==> src/rtl/trap_pkg.sv <==
package trap_pkg;

  localparam logic [1:0] PRV_U = 2'd0;
  localparam logic [1:0] PRV_S = 2'd1;
  localparam logic [1:0] PRV_M = 2'd3;

  localparam int unsigned CODE_ECALL_U = 8;
  localparam int unsigned CODE_ECALL_S = 9;
  localparam int unsigned CODE_ECALL_M = 11;

  localparam logic [1:0] VEC_MODE_SPREAD = 2'b01;

  typedef struct packed {
    logic       mie;
    logic       sie;
    logic       mpie;
    logic       spie;
    logic [1:0] mpp;
    logic       spp;
  } status_t;

  // synchronous causes that report a faulting address
  function automatic logic carries_addr(input int unsigned code);
    case (code)
      0, 1, 4, 5, 6, 7, 12, 13, 15: carries_addr = 1'b1;
      default:                      carries_addr = 1'b0;
    endcase
  endfunction

endpackage

==> src/rtl/trap_cause_map.sv <==
module trap_cause_map
  import trap_pkg::*;
#(
  parameter int unsigned XLEN    = 32,
  parameter int unsigned CAUSE_W = 4
) (
  input  logic               async_i,
  input  logic [CAUSE_W-1:0] code_i,
  input  logic [1:0]         priv_i,
  input  logic [XLEN-1:0]    badaddr_i,
  output logic [CAUSE_W-1:0] code_o,
  output logic [XLEN-1:0]    tval_o
);

  always_comb begin
    code_o = code_i;
    if (!async_i && (code_i == CAUSE_W'(CODE_ECALL_U))) begin
      unique case (priv_i)
        PRV_S:   code_o = CAUSE_W'(CODE_ECALL_S);
        PRV_M:   code_o = CAUSE_W'(CODE_ECALL_M);
        default: code_o = CAUSE_W'(CODE_ECALL_U);
      endcase
    end
  end

  always_comb begin
    if (!async_i && carries_addr(int'(code_i)))
      tval_o = badaddr_i;
    else
      tval_o = '0;
  end

endmodule

==> src/rtl/trap_deleg_sel.sv <==
module trap_deleg_sel
  import trap_pkg::*;
#(
  parameter int unsigned NCAUSE  = 16,
  parameter int unsigned CAUSE_W = 4
) (
  input  logic               async_i,
  input  logic [CAUSE_W-1:0] code_i,
  input  logic [1:0]         priv_i,
  input  logic [NCAUSE-1:0]  ideleg_i,
  input  logic [NCAUSE-1:0]  edeleg_i,
  output logic               to_s_o
);

  logic [NCAUSE-1:0] mask_sel;
  logic              low_priv;

  assign mask_sel = async_i ? ideleg_i : edeleg_i;
  assign low_priv = (priv_i == PRV_U) || (priv_i == PRV_S);
  assign to_s_o   = low_priv && mask_sel[code_i];

endmodule

==> src/rtl/trap_vec_gen.sv <==
module trap_vec_gen
  import trap_pkg::*;
#(
  parameter int unsigned XLEN    = 32,
  parameter int unsigned CAUSE_W = 4
) (
  input  logic [XLEN-1:0]    tvec_i,
  input  logic               async_i,
  input  logic [CAUSE_W-1:0] code_i,
  output logic [XLEN-1:0]    pc_o
);

  logic [XLEN-1:0] base;
  logic [XLEN-1:0] offset;

  assign base   = {tvec_i[XLEN-1:2], 2'b00};
  assign offset = (async_i && (tvec_i[1:0] == VEC_MODE_SPREAD))
                  ? (XLEN'(code_i) << 2) : '0;
  assign pc_o   = base + offset;

endmodule

==> src/rtl/trap_entry_unit.sv <==
module trap_entry_unit
  import trap_pkg::*;
#(
  parameter int unsigned    XLEN     = 32,
  parameter int unsigned    NCAUSE   = 16,
  parameter logic [XLEN-1:0] RESET_PC = '0,
  localparam int unsigned   CAUSE_W  = $clog2(NCAUSE)
) (
  input  logic               clk,
  input  logic               rst_n,
  input  logic               trap_req,
  input  logic               trap_async,
  input  logic [CAUSE_W-1:0] trap_cause,
  input  logic [XLEN-1:0]    trap_pc,
  input  logic [XLEN-1:0]    trap_badaddr,
  input  logic               ret_req,
  input  logic               ret_m,
  input  logic [1:0]         cur_priv,
  input  logic               st_mie,
  input  logic               st_sie,
  input  logic               st_mpie,
  input  logic               st_spie,
  input  logic [1:0]         st_mpp,
  input  logic               st_spp,
  input  logic [XLEN-1:0]    mtvec,
  input  logic [XLEN-1:0]    stvec,
  input  logic [NCAUSE-1:0]  ideleg,
  input  logic [NCAUSE-1:0]  edeleg,
  output logic [1:0]         priv_o,
  output logic               mie_o,
  output logic               sie_o,
  output logic               mpie_o,
  output logic               spie_o,
  output logic [1:0]         mpp_o,
  output logic               spp_o,
  output logic [XLEN-1:0]    mcause_o,
  output logic [XLEN-1:0]    mepc_o,
  output logic [XLEN-1:0]    mtval_o,
  output logic [XLEN-1:0]    scause_o,
  output logic [XLEN-1:0]    sepc_o,
  output logic [XLEN-1:0]    stval_o,
  output logic [XLEN-1:0]    next_pc_o,
  output logic               resv_clr_o
);

  localparam int unsigned NMODE  = 2;   // bank 0 supervisor, bank 1 machine
  localparam int unsigned BANK_S = 0;
  localparam int unsigned BANK_M = 1;

  // ---------------- trap decode ----------------
  logic [CAUSE_W-1:0] code_fix;
  logic [XLEN-1:0]    tval_fix;
  logic               to_s;
  logic [XLEN-1:0]    tvec_sel;
  logic [XLEN-1:0]    vec_pc;
  logic [XLEN-1:0]    cause_word;

  trap_cause_map #(.XLEN(XLEN), .CAUSE_W(CAUSE_W)) u_map (
    .async_i   (trap_async),
    .code_i    (trap_cause),
    .priv_i    (cur_priv),
    .badaddr_i (trap_badaddr),
    .code_o    (code_fix),
    .tval_o    (tval_fix)
  );

  trap_deleg_sel #(.NCAUSE(NCAUSE), .CAUSE_W(CAUSE_W)) u_deleg (
    .async_i  (trap_async),
    .code_i   (code_fix),
    .priv_i   (cur_priv),
    .ideleg_i (ideleg),
    .edeleg_i (edeleg),
    .to_s_o   (to_s)
  );

  assign tvec_sel = to_s ? stvec : mtvec;

  trap_vec_gen #(.XLEN(XLEN), .CAUSE_W(CAUSE_W)) u_vec (
    .tvec_i  (tvec_sel),
    .async_i (trap_async),
    .code_i  (code_fix),
    .pc_o    (vec_pc)
  );

  always_comb begin
    cause_word                = '0;
    cause_word[CAUSE_W-1:0]   = code_fix;
    cause_word[XLEN-1]        = trap_async;
  end

  // ---------------- per-mode trap record banks ----------------
  for (genvar g = 0; g < NMODE; g++) begin : g_bank
    logic            wr_en;
    logic [XLEN-1:0] cause_q;
    logic [XLEN-1:0] epc_q;
    logic [XLEN-1:0] tval_q;

    assign wr_en = trap_req && ((g == BANK_S) ? to_s : !to_s);

    always_ff @(posedge clk) begin
      if (!rst_n) begin
        cause_q <= '0;
        epc_q   <= '0;
        tval_q  <= '0;
      end else if (wr_en) begin
        cause_q <= cause_word;
        epc_q   <= trap_pc;
        tval_q  <= tval_fix;
      end
    end
  end

  assign scause_o = g_bank[BANK_S].cause_q;
  assign sepc_o   = g_bank[BANK_S].epc_q;
  assign stval_o  = g_bank[BANK_S].tval_q;
  assign mcause_o = g_bank[BANK_M].cause_q;
  assign mepc_o   = g_bank[BANK_M].epc_q;
  assign mtval_o  = g_bank[BANK_M].tval_q;

  // ---------------- status / privilege next state ----------------
  status_t         st_in;
  status_t         st_nxt;
  status_t         st_q;
  logic [1:0]      priv_nxt;
  logic [1:0]      priv_q;
  logic [XLEN-1:0] npc_nxt;
  logic [XLEN-1:0] npc_q;
  logic            upd;

  assign st_in = '{mie: st_mie, sie: st_sie, mpie: st_mpie, spie: st_spie,
                   mpp: st_mpp, spp: st_spp};
  assign upd   = trap_req || ret_req;

  always_comb begin
    st_nxt   = st_in;
    priv_nxt = priv_q;
    npc_nxt  = npc_q;
    if (trap_req) begin
      npc_nxt = vec_pc;
      if (to_s) begin
        st_nxt.spie = st_sie;
        st_nxt.sie  = 1'b0;
        st_nxt.spp  = cur_priv[0];
        priv_nxt    = PRV_S;
      end else begin
        st_nxt.mpie = st_mie;
        st_nxt.mie  = 1'b0;
        st_nxt.mpp  = cur_priv;
        priv_nxt    = PRV_M;
      end
    end else if (ret_req) begin
      if (ret_m) begin
        st_nxt.mie  = st_mpie;
        st_nxt.mpie = 1'b1;
        priv_nxt    = st_mpp;
        npc_nxt     = g_bank[BANK_M].epc_q;
      end else begin
        st_nxt.sie  = st_spie;
        st_nxt.spie = 1'b1;
        priv_nxt    = {1'b0, st_spp};
        npc_nxt     = g_bank[BANK_S].epc_q;
      end
    end
  end

  always_ff @(posedge clk) begin
    if (!rst_n) begin
      st_q       <= '0;
      priv_q     <= PRV_M;
      npc_q      <= RESET_PC;
      resv_clr_o <= 1'b0;
    end else begin
      resv_clr_o <= trap_req;
      if (upd) begin
        st_q   <= st_nxt;
        priv_q <= priv_nxt;
        npc_q  <= npc_nxt;
      end
    end
  end

  assign priv_o    = priv_q;
  assign mie_o     = st_q.mie;
  assign sie_o     = st_q.sie;
  assign mpie_o    = st_q.mpie;
  assign spie_o    = st_q.spie;
  assign mpp_o     = st_q.mpp;
  assign spp_o     = st_q.spp;
  assign next_pc_o = npc_q;

endmodule

==> config.mk <==
export PLATFORM = sky130hd
export DESIGN_NAME = trap_entry_unit
export DESIGN_NICKNAME = d
export VERILOG_FILES = /design/src/rtl/trap_pkg.sv /design/src/rtl/trap_cause_map.sv /design/src/rtl/trap_deleg_sel.sv /design/src/rtl/trap_vec_gen.sv /design/src/rtl/trap_entry_unit.sv
export SDC_FILE = /design/constraint.sdc
export NUM_CORES = 1
export LEC_CHECK = 0
export BUFFER_PORTS_ARGS = -buffer_cell sky130_fd_sc_hd__buf_4
export CORE_AREA = 2 2 160 162
export CTS_BUF_LIST = sky130_fd_sc_hd__clkbuf_16
export DETAILED_ROUTE_END_ITERATION = 12
export DIE_AREA = 0 0 162 164
export GPL_TIMING_DRIVEN = 1
export PLACE_DENSITY_LB_ADDON = 0.15
export SETUP_SLACK_MARGIN = 0.1
export SLEW_MARGIN = 30
export SYNTH_ARGS = -nofsm -noshare
export SYNTH_HDL_FRONTEND = slang
export SYNTH_SLANG_ARGS = --single-unit
export TNS_END_PERCENT = 30
==> constraint.sdc <==
create_clock -name clk -period 8.6 [get_ports clk]
set_input_delay 2.58 -clock clk [delete_from_list [all_inputs] [get_ports clk]]
set_output_delay 2.58 -clock clk [all_outputs]
set_load 0.01 [all_outputs]
# After elaboration in Yosys (flattened, before gate mapping)
# Memories as Yosys holds them, arrays and structs flattened.
# Cells that the tools add are included.
# op_classes
order_cmp	1
addsub	1
n_reduce_logical	13
n_mux	28
n_eq_ne	4
# op_table
op	count
32-bit 2-to-1 mux	5
32-bit by 6-bit adder with 32-bit output	1
16-bit 2-to-1 mux	1
4-bit 2-to-1 mux	3
1-bit 2-to-1 mux	10
2-bit 2-to-1 mux	5
1-bit logical AND	6
6-bit 2-to-1 mux	1
4-bit by 5-bit < comparator with 1-bit output, second input constant	1
1-bit binary-select mux with 4-bit select	1
2-bit by 1-bit == test with 1-bit output, second input constant	2
4-bit == test, second input constant	1
2-bit one-hot mux with 2 select lines	1
3-bit 2-to-1 mux	1
2-bit == test, second input constant	1
1-bit logical NOT	2
2-bit logical NOT	1
1-bit logical OR	2
2-bit AND reduction	1
2-bit nonzero test	1
# word_totals
mem_bits_ro	16
word_cells	63
out_inout_bits	234
inputBits	179
register_bits	180
n_memories	1
# memory_table
name	depth	word_bits	read_ports	rd_clocked_by_memory_dff	wr	line	rtl
(name not given)	16	1	1	0	0	trap_pkg.sv:24	case (code)

# Depth between registers and ports, before layout
# Gate-level depths: netlist of run 1.
# depth
word_depth	12
depth_mapped	22
mapped_depth_nobuf	18

# By module
# From an unflattened synthesis of run 1, not the netlist that was laid out.
# unflattened
hier_cells	1119
hier_area_um2	9675.5
# by_module_without_submodules
mod	area_each_um2	instances	cells_each
trap_entry_unit	8126.5	1	938
trap_vec_gen	765.7	1	107
trap_cause_map	473.0	1	51
trap_deleg_sel	310.3	1	23

# Least setup slack after synthesis of run 1
# No wires, ideal clock.
# synth_path
path_kind	in2reg
from	in trap_async
to	reg npc_q[21], in the netlist next_pc_o[21]
t_arrival_ps	6381
cell_stages	18
path_buffers	3
path_slack_ps	2104
required_time_ps	8485
cell_sequence	buf_6 mux4_2 a311oi_2 o311a_4 a21o_1 buf_6 buf_4 mux2i_1 nand2_1 nor2_1 ha_1 a21o_1 a21oi_1 nor2_1 nor2_1 a2111oi_0 or4b_1 o21a_1
# synth_between
elab_chain_len	12
elab_cells_between_ends	13
classes_between	add/sub: 1; eq/ne: 1; mux: 7; reduce/logical: 4
# synth_rtl
element	line	rtl
from (decl)	trap_entry_unit.sv:12	input logic trap_async,
1-bit logical NOT	trap_cause_map.sv:17	if (!async_i && (code_i == CAUSE_W'(CODE_ECALL_U))) begin
1-bit logical AND	trap_cause_map.sv:17	
4-bit 2-to-1 mux	trap_cause_map.sv:17	
1-bit binary-select mux with 4-bit select	trap_deleg_sel.sv:20	assign to_s_o = low_priv && mask_sel[code_i];
1-bit 2-to-1 mux (implied by the code)	trap_deleg_sel.sv:20	
1-bit logical AND	trap_deleg_sel.sv:20	
32-bit 2-to-1 mux	trap_entry_unit.sv:76	assign tvec_sel = to_s ? stvec : mtvec;
2-bit by 1-bit == test with 1-bit output	trap_vec_gen.sv:17	assign offset = (async_i && (tvec_i[1:0] == VEC_MODE_SPREAD))
1-bit logical AND	trap_vec_gen.sv:17	
6-bit 2-to-1 mux	trap_vec_gen.sv:18	? (XLEN'(code_i) << 2) : '0;
32-bit by 6-bit adder with 32-bit output (*)	trap_vec_gen.sv:19	assign pc_o = base + offset;
32-bit 2-to-1 mux (*)	trap_entry_unit.sv:138	if (trap_req) begin
to (signal assigned)	trap_entry_unit.sv:177	npc_q <= npc_nxt;
to (decl)	trap_entry_unit.sv:127	logic [XLEN-1:0] npc_q;
# Every way passes the cells marked *; elsewhere a longest branch is shown, timed or not. The select of a mux whose other input is x is not followed.
# A chain may end at the register's enable or synchronous reset.

# Final worst setup path of run 1
# layout_path
from	in trap_async
to	reg npc_q[30], in the netlist next_pc_o[30]
# The elaborated chain is that of the path after synthesis.

==> results of run 1 <==
metal layers:
metal / track usage / up-vias / routed length, µm
met1: 0.311 / 4570 / 14300
met3: 0.0558 / 71 / 2540
met2: 0.436 / 384 / 17100
met4: 0.120 / 0 / 1500
met5: 0 / - / 0
li1: - / 4744 / -
logic make-up (layout without fill, tap and decap cells):
kind of cell,Yosys count,in the layout
AOI/OAI and AO/OA,288,288
adders and majority gates,5,5
xor gates and xnor gates,29,29
other,1,54
and+or+nand+nor,492,492
muxes,67,67
DFF,180,180
buffers and inverters,163,418
report_power, final:
part           total (mW)  internal [mW]  switching (mW)
Sequential          0.910          0.880          0.0307
Combinational       0.461          0.192           0.269
Clock               0.815          0.401           0.413
worst min path at each step:
stage / start / endpoint / slack [ns] / cells after the start
floorplan: mcause_o[2]$_SDFFE_PN0P_ / mcause_o[2]$_SDFFE_PN0P_ / 0.48 / 2
finish: mtval_o[6]$_SDFFE_PN0P_ / mtval_o[6]$_SDFFE_PN0P_ / 0.46 / 2
global route: mtval_o[4]$_SDFFE_PN0P_ / mtval_o[4]$_SDFFE_PN0P_ / 0.47 / 2
CTS: stval_o[14]$_SDFFE_PN0P_ / stval_o[14]$_SDFFE_PN0P_ / 0.46 / 2
detailed placement: stval_o[14]$_SDFFE_PN0P_ / stval_o[14]$_SDFFE_PN0P_ / 0.45 / 2
global placement: mtval_o[24]$_SDFFE_PN0P_ / mtval_o[24]$_SDFFE_PN0P_ / 0.44 / 2
flip-flops by register name, indices dropped and copies added, names as in the netlist, 2 cells and up:
name and flops:
mcause_o 5, stval_o 32, mpp_o 2, scause_o 5
next_pc_o 32, sepc_o 32, mepc_o 32, mtval_o 32
priv_o 2
cell type report:
cell class	count	area (µm²)
clock buffer	17	425
clock inverter	15	189
fill	2496	12100
inverter	15	58.8
multi-input combinational	935	5270
sequential	180	3600
tap	330	413
timing repair buffer	371	2810
worst max-delay path, cell delays in order:
cell,delay (ns)
buf_4,0.28
mux4_2,0.55
a311oi_2,0.36
o311a_4,0.31
a21o_2,0.48
mux2i_1,0.19
nand2_1,0.14
nor2_1,0.05
ha_1,0.24
fa_1,0.40
a21o_1,0.22
a21oi_1,0.54
nor3_1,0.23
mux2i_1,0.41
a2111o_1,0.17
o211ai_1,0.09
stage by stage:
stage / area [µm²] / worst slack [ns] / util / cells / hold WS (ns)
floorplan: 9710 / 2.10 / - / 1278 / 0.481
global route: 12800 / 1.29 / 0.514 / 1863 / 0.472
detailed placement: 12200 / 1.30 / 0.490 / 1831 / 0.447
global placement: 12100 / 1.43 / 0.488 / 1830 / 0.442
finish: 12800 / 1.66 / 0.514 / 1863 / 0.457
CTS: 12800 / 1.74 / 0.514 / 1863 / 0.458
placed cells by master (no fill, tap or decap), drive strengths merged, types with 6 or more instances in the layout:
cell     netlist  final
and3          12     12
dfxtp        180    180
a31oi          9      9
a21o           7      7
mux2           7      7
a211oi        23     23
mux2i         58     58
o211ai        26     26
inv           15     25
xor2          13     13
conb           1     54
o21ai         12     12
buf           93    371
nand2        282    282
a2111oi        6      6
nand4          8      8
and2           8      8
xnor2         16     16
nor3          11     11
a21oi        166    166
nand3         96     96
clkbuf        55     17
nor2          49     49
==> impl_metrics.json, run 1 <==
{
  "cts_tree": "yes",
  "drv_cap": 0,
  "status": "completed",
  "fmax_mhz": 144,
  "ys.flop_type": "dfxtp_1",
  "yosys.area_share.simple": 0.227,
  "grt_pass1_wl_um": 53100,
  "rsz0062_at_grt": "no",
  "r2r-end": "next_pc_o[21]$_SDFFE_PN0P_",
  "drv_slew": 0,
  "hold_viol_final": 0,
  "path_clk_slew_ns": 0.07,
  "setup_tns_ns": 0,
  "power_leakage_nw": 5.49,
  "crit_path_end_kind": "flip-flop",
  "die-area_um2": 26600,
  "setup_viol": 0,
  "synth_edf_count": 0,
  "yosysTopAreaCell": "dfxtp_1",
  "worst_pin_slew_ns": 0.956,
  "grt_max_degree": 103,
  "endpoint": "next_pc_o[30]$_SDFFE_PN0P_",
  "drc": 0,
  "cts_resized": 0,
  "portBuffers": 358,
  "skew_ns": 0.0156,
  "synth_cells": 1225,
  "r2r_slack_ns": 7.00,
  "synthTopCellsByCount": "282 x nand2_1, 180 x dfxtp_1, 164 x a21oi_1",
  "post-cts-setup-buffers": 0,
  "p_total_mw": 2.19,
  "yosysMostFrequentCell": "nand2_1",
  "path_max_fanout": 24,
  "vdd_ir_drop_max_mv": 0.117,
  "grt_pass1_vias": 9265,
  "cts_root_buf": "clkbuf_16",
  "synth_top_area_frac": 0.379,
  "ff2ff_path_depth": 4,
  "num_vias": 9769,
  "path_class": "in -> reg",
  "insertion_delay_ns": 0.44,
  "min_period_ns": 6.94,
  "arrival_ns": 7.24,
  "start_util": 0.383,
  "critPathLaunchType": "input port",
  "synth_compound_area_frac": 0.193,
  "reg2reg_from": "mepc_o[21]$_SDFFE_PN0P_",
  "syn_avg_cell_area_um2": 7.76,
  "fin_crit_sh": 0.807,
  "gr-usage-all-layers": 0.257,
  "place_congestion": 0.878,
  "synthMuxAreaShare": 0.0741,
  "drt_iter0_markers": 740,
  "die_w_um": 162,
  "dr.pass1.iters": 7,
  "fin_nets": 1704,
  "ys_seq_area_frac": 0.379,
  "yosysWarnings": 0,
  "drive_gt1_frac": 0.284,
  "via_per_inst": 5.24,
  "synth_top_family_by_area": "simple AND/OR/NAND/NOR gates",
  "slew_headroom": 0.363,
  "chipHeight_um": 164,
  "required_ns": 8.90,
  "clockBufferDepth": 2,
  "globalRouteOverflowTotal": 0,
  "wl_um": 35400,
  "antenna_found_initial": 0,
  "cts_buffers": 17,
  "critPathLaunch": "trap_async",
  "ys_seq_elements": 180,
  "cts-htree-levels": 4,
  "postCtsHoldBufs": 0,
  "cts.sink_count": 180,
  "synth_xor_area_frac": 0.0267,
  "areaGrowthSynthToFinish_pct": 34.2,
  "async_flop_share": 0,
  "synth_fa_ha_area_frac": 0.00737,
  "hold_path_class": "reg -> reg",
  "core_area_um2": 24800,
  "ys_types": 71,
  "rows": 58,
  "wl_per_cell_um": 19.0,
  "ant_nets": 0,
  "dp_hpwl_um": 25600,
  "synth_area_leaders": "dfxtp_1 38%, nand2_1 11%, a21oi_1 8.6%",
  "pwr_density_cell_nw_per_um2": 171,
  "io_pins": 413,
  "syn-cell-area_um2": 9510,
  "insertedDiodeCount": 0
}
No activity file was read; power rests on OpenSTA's default activity.
==> run 2, diff against run 1 <==
CORE_AREA = 2 2 159 161   (was 2 2 160 162)
DIE_AREA = 0 0 161 163   (was 0 0 162 164)
clock period = 5.7 ns   (was 8.6 ns; I/O delays follow)
==> run 2 against run 1 <==
  * Worst setup slack worse by 1.2 ns
  * First-iteration DRC count down 5.1%
  * Wire length up 0.95%
  * Core utilization is 0.93 points higher
  * Via count is 1.0% higher
  * Total power grew 51%
  * Clock power increased by 51%
  * Critical endpoint unchanged
  * Largest power group unchanged
==> impl_metrics.json, run 2 (synthesized netlist as in run 1, its figures left out) <==
{
  "dp.cells": 1841,
  "min_period_ns": 5.28,
  "cts_tree": "yes",
  "critPathLaunchType": "input port",
  "insertedDiodeCount": 0,
  "ant_nets": 0,
  "slew_headroom": 0.411,
  "slowest_delay_ns": 0.51,
  "hold_path_class": "reg -> reg",
  "final_cells": 1874,
  "cts-htree-levels": 4,
  "required_ns": 6.06,
  "wl_um": 35800,
  "final_common_cell": "buf_4",
  "io_pins": 413,
  "rsz0062_at_grt": "no",
  "fmax_mhz": 189,
  "cts.sink_count": 180,
  "insertion_delay_ns": 0.43,
  "ff_latch_area_um2": 3600,
  "die-area_um2": 26200,
  "arrival_ns": 5.64,
  "path_class": "in -> reg",
  "setup_viol": 0,
  "areaGrowthSynthToFinish_pct": 35.9,
  "power_frac_seq": 0.415,
  "ff2ff_path_depth": 4,
  "p_clk_frac": 0.371,
  "r2r_slack_ns": 4.20,
  "wl_per_cell_um": 19.1,
  "grt_pass1_vias": 9395,
  "dr.pass1.iters": 5,
  "antenna_found_initial": 0,
  "crit_path_end_kind": "flip-flop",
  "skew_ns": 0.00762,
  "reg2reg_from": "mepc_o[21]$_SDFFE_PN0P_",
  "pwr_density_cell_nw_per_um2": 256,
  "drt_iter0_markers": 702,
  "portBuffers": 358,
  "power_leakage_nw": 5.56,
  "drive_gt1_frac": 0.290,
  "chipHeight_um": 163,
  "multiInputGateArea_um2": 5280,
  "fin_crit_sh": 0.926,
  "cts_buffers": 17,
  "hold_viol_final": 0,
  "p_int_mw": 2.26,
  "core_area_um2": 24700,
  "r2r-end": "next_pc_o[21]$_SDFFE_PN0P_",
  "crit_chain": "buf_4 -> mux4_2 -> or3b_1 -> o211a_2 -> nand3_2 -> a21o_2 -> mux2i_1 -> nand2_1 -> nor2_1 -> ha_1 -> fa_1 -> a21o_1 -> a21oi_1 -> buf_4 -> nor3_1 -> mux2i_1 -> a2111o_1 -> o211ai_1",
  "vdd_ir_drop_max_mv": 0.162,
  "rows": 58,
  "path_clk_slew_ns": 0.07,
  "worst_pin_slew_ns": 0.880,
  "nFillCells": 2484,
  "whs_endpoint": "stval_o[31]$_SDFFE_PN0P_",
  "fin_ws_ns": 0.420,
  "p_sw_frac": 0.317,
  "clockBufferDepth": 2,
  "grt_pass1_wl_um": 53700,
  "place_congestion": 0.905,
  "cts_root_buf": "clkbuf_16",
  "fin_nets": 1715,
  "die_w_um": 161,
  "grt_max_degree": 93,
  "dp_hpwl_um": 25900,
  "p_switching_mw": 1.05,
  "drv_slew": 0,
  "globalRouteOverflowTotal": 0,
  "drc": 0,
  "hold_depth": 2,
  "crit_slowest_cell": "mux4_2",
  "pre_cts_ws_ns": -0.00837,
  "drv_cap": 0,
  "gr-usage-all-layers": 0.261,
  "min_from": "stval_o[31]$_SDFFE_PN0P_",
  "status": "completed",
  "num_vias": 9868,
  "final_cell_mix": "375 x buf_4, 281 x nand2_1, 180 x dfxtp_1, 164 x a21oi_1, 95 x nand3_1",
  "via_per_inst": 5.27,
  "power.combinational.fraction": 0.214,
  "start_util": 0.385,
  "path_max_fanout": 15
}
run 2: cell count changes in the layout (fill, tap and decap cells not counted), moves of 2 or more:
cell and delta:
inv_12 -2, buf_12 +5, inv_8 -3, buf_4 +6
run 2: what timing repair did:
action                     CTS  global route
setup buffers                0             0
hold buffers                 0             0
setup endpoints to repair    0             1
gates resized for setup      0             1
run 2: power by group through the flow:
stage	registers, mW	clock network (mW)	logic [mW]
after detailed placement	1.40	0	0.708
after floorplan	1.43	0	0.351
after global placement	1.40	0	0.703
final	1.37	1.23	0.709
after CTS	1.37	1.25	0.709
after global routing	1.38	1.30	0.769
run 2: routing by layer:
layer | GRT usage | vias to the layer above | part of all wire
met5 | 0 | - | 0
met4 | 0.0869 | 0 | 0.026
met3 | 0.0619 | 54 | 0.078
met2 | 0.454 | 417 | 0.50
met1 | 0.319 | 4628 | 0.40
li1 | - | 4769 | -
run 2: critical path: cells and delay by family:
family | cells | cell delay [ns]
AOI/OAI and AO/OA | 6 | 1.03
and+or+nand+nor | 5 | 1.12
muxes | 3 | 0.97
buffers and inverters | 2 | 0.38
adders and majority gates | 2 | 0.42
run 2: final cells by class:
type | instances | area share
inverters | 15 | 0.00455
clock inverters | 15 | 0.0147
flip-flops and latches | 180 | 0.279
well taps | 330 | 0.0320
multi-input cells | 935 | 0.408
repair buffers | 382 | 0.229
clock buffers | 17 | 0.0329
run 2: worst max path at each step:
stage / start / end / slack [ns] / depth (start not counted)
2_1_floorplan: trap_async / next_pc_o[21]$_SDFFE_PN0P_ / 0.15 / 18
3_3_place_gp: trap_async / next_pc_o[30]$_SDFFE_PN0P_ / 0.12 / 18
3_5_place_dp: trap_async / next_pc_o[30]$_SDFFE_PN0P_ / -0.008 / 18
4_1_cts: trap_async / next_pc_o[30]$_SDFFE_PN0P_ / 0.45 / 18
5_1_grt: trap_async / next_pc_o[30]$_SDFFE_PN0P_ / 0.13 / 18
6_report: trap_async / next_pc_o[30]$_SDFFE_PN0P_ / 0.42 / 18
run 2: through the flow:
step	setup TNS, ns	utilization	power, mW	hold slack [ns]	area [µm²]
3_5_place_dp	-0.00837	0.497	2.11	0.447	12300
5_1_grt	0	0.524	3.45	0.476	12900
3_3_place_gp	0	0.497	2.10	0.442	12300
6_report	0	0.524	3.31	0.456	12900
2_1_floorplan	0	-	1.78	0.481	9710
4_1_cts	0	0.522	3.33	0.457	12900
==> run 3, diff against run 2 <==
BUFFER_PORTS_ARGS = not set   (was -buffer_cell sky130_fd_sc_hd__buf_4)
CELL_PAD_IN_SITES_DETAIL_PLACEMENT = 0   (was not set)
CELL_PAD_IN_SITES_GLOBAL_PLACEMENT = 2   (was not set)
CORE_AREA = not set   (was 2 2 159 161)
CORE_MARGIN = 1.5   (was not set)
CORE_UTILIZATION = 31   (was not set)
DIE_AREA = not set   (was 0 0 161 163)
DONT_BUFFER_PORTS = 1   (was not set)
==> run 3 against run 2 <==
  * Wire length rose by 3.8%
  * Sequential power is 5% higher
  * Critical path type unchanged
  * Register-to-register slack worse by 0.12 ns
  * Largest power group unchanged
  * Largest cell class unchanged
==> impl_metrics.json, run 3 (synthesized netlist as in run 1, its figures left out) <==
{
  "grt-busiest-layer": "met2",
  "vdd_ir_drop_max_mv": 0.195,
  "crit_path_end_kind": "flip-flop",
  "endpoint": "next_pc_o[30]$_SDFFE_PN0P_",
  "skew_ns": 0.0142,
  "hold_path_class": "reg -> reg",
  "path_max_fanout": 24,
  "grt_pass1_wl_um": 53700,
  "cts_root_buf": "clkbuf_16",
  "start_util": 0.318,
  "core_area_um2": 30000,
  "rsz0062_at_grt": "no",
  "io_pins": 413,
  "arrival_ns": 5.53,
  "ant_nets": 0,
  "portBuffers": 0,
  "power_frac_seq": 0.471,
  "num_vias": 8481,
  "gr-usage-all-layers": 0.229,
  "pwr_density_cell_nw_per_um2": 299,
  "p_int_mw": 2.12,
  "post-cts-setup-buffers": 0,
  "wl_um": 37100,
  "insertedDiodeCount": 0,
  "final_util": 0.340,
  "ff2ff_path_depth": 4,
  "areaGrowthSynthToFinish_pct": 7.18,
  "grt_use_met1": 0.257,
  "postCtsHoldBufs": 0,
  "hold_viol_final": 0,
  "drv_cap": 0,
  "cts.sink_count": 180,
  "power_leakage_nw": 3.70,
  "min_period_ns": 5.17,
  "grt_pass1_vias": 8276,
  "fin_nets": 1352,
  "insertion_delay_ns": 0.44,
  "critPathLaunch": "trap_async",
  "drc": 0,
  "final_common_cell": "nand2_1",
  "critPathLaunchType": "input port",
  "via_per_inst": 5.40,
  "power.combinational.fraction": 0.132,
  "dr.pass1.iters": 5,
  "cts_tree": "yes",
  "cts_resized": 0,
  "drive_gt1_frac": 0.0695,
  "pre_cts_ws_ns": 0.0805,
  "setup_viol": 0,
  "setup_tns_ns": 0,
  "nFillCells": 3252,
  "slew_headroom": 0.425,
  "cts_buffers": 17,
  "required_ns": 6.06,
  "final_cell_mix": "281 x nand2_1, 180 x dfxtp_1, 164 x a21oi_1, 95 x nand3_1, 58 x mux2i_1",
  "die-area_um2": 31700,
  "place_congestion": 0.806,
  "rows": 63,
  "drv_slew": 0,
  "p_sw_frac": 0.305,
  "clockBufferDepth": 2,
  "die_w_um": 178,
  "p_clk_frac": 0.396,
  "fin_ws_ns": 0.532,
  "dp_hpwl_um": 26700,
  "fmax_mhz": 193,
  "status": "completed",
  "cts-htree-levels": 4,
  "gr-usage-met2": 0.395,
  "met3_usage": 0.0906,
  "grt_max_degree": 99,
  "p_switching_mw": 0.928,
  "fin_crit_sh": 0.907,
  "r2r-end": "next_pc_o[21]$_SDFFE_PN0P_",
  "antenna_found_initial": 0,
  "path_class": "in -> reg",
  "globalRouteOverflowTotal": 0,
  "path_clk_slew_ns": 0.07,
  "r2r_slack_ns": 4.08,
  "worst_pin_slew_ns": 0.863,
  "wl_per_cell_um": 23.7,
  "chipHeight_um": 178,
  "hold_depth": 2,
  "reg2reg_from": "mepc_o[21]$_SDFFE_PN0P_",
  "drt_iter0_markers": 533
}
[run 3: cell types whose count changed in the layout (fill, tap and decap cells not counted), sizes merged]
cell,delta
buf,-363
clkinv,-3
bufinv,+1
clkinvlp,+1
[run 3: worst max-delay path, stage by stage]
cell and delay [ns]:
mux4_2 0.46, or3b_1 0.38, o211a_2 0.16, nand3_2 0.14, a21o_2 0.18, mux2i_1 0.26, nand2_1 0.12, nor2_1 0.11
ha_1 0.19, fa_1 0.21, a21o_1 0.15, a21oi_1 0.11, buf_12 0.17, nor3_1 0.44, mux2i_1 0.27, a2111o_1 0.39
o211ai_1 0.09
[run 3: area by class of cell]
class | count | area, µm² | share of cell area
Multi-Input combinational cell | 935 | 5280 | 0.518
Sequential cell | 180 | 3600 | 0.353
Tap cell | 390 | 488 | 0.0479
Clock buffer | 17 | 425 | 0.0417
Timing Repair Buffer | 19 | 184 | 0.0180
Clock inverter | 14 | 155 | 0.0152
Inverter | 15 | 58.8 | 0.00577
[run 3: stage by stage]
step | total power [mW] | hold WS, ns | cells | instance area (µm²)
floorplan | 1.78 | 0.481 | 1278 | 9710
global placement | 1.88 | 0.494 | 1539 | 9610
detailed placement | 1.88 | 0.495 | 1539 | 9610
CTS | 3.10 | 0.506 | 1570 | 10200
global route | 3.18 | 0.526 | 1570 | 10200
finish | 3.05 | 0.501 | 1570 | 10200
[run 3: worst min-delay path by stage]
stage | start | endpoint | slack [ns]
floorplan | mcause_o[2]$_SDFFE_PN0P_ | mcause_o[2]$_SDFFE_PN0P_ | 0.48
global placement | stval_o[12]$_SDFFE_PN0P_ | stval_o[12]$_SDFFE_PN0P_ | 0.49
detailed placement | stval_o[12]$_SDFFE_PN0P_ | stval_o[12]$_SDFFE_PN0P_ | 0.50
CTS | stval_o[12]$_SDFFE_PN0P_ | stval_o[12]$_SDFFE_PN0P_ | 0.51
global route | stval_o[3]$_SDFFE_PN0P_ | stval_o[3]$_SDFFE_PN0P_ | 0.53
finish | mtval_o[21]$_SDFFE_PN0P_ | mtval_o[21]$_SDFFE_PN0P_ | 0.50
[run 3: power by group through the flow]
stage,Combinational (mW),Sequential [mW],Clock (mW)
3_3_place_gp,0.409,1.47,0
6_report,0.403,1.44,1.21
4_1_cts,0.412,1.44,1.25
3_5_place_dp,0.410,1.47,0
5_1_grt,0.451,1.45,1.29
2_1_floorplan,0.351,1.43,0
[run 3: layer usage]
layer  up-vias  part of all wire
li1       4036                 -
met1      4073              0.38
met2       335              0.49
met3        37              0.10
met4         0             0.024
met5         -                 0
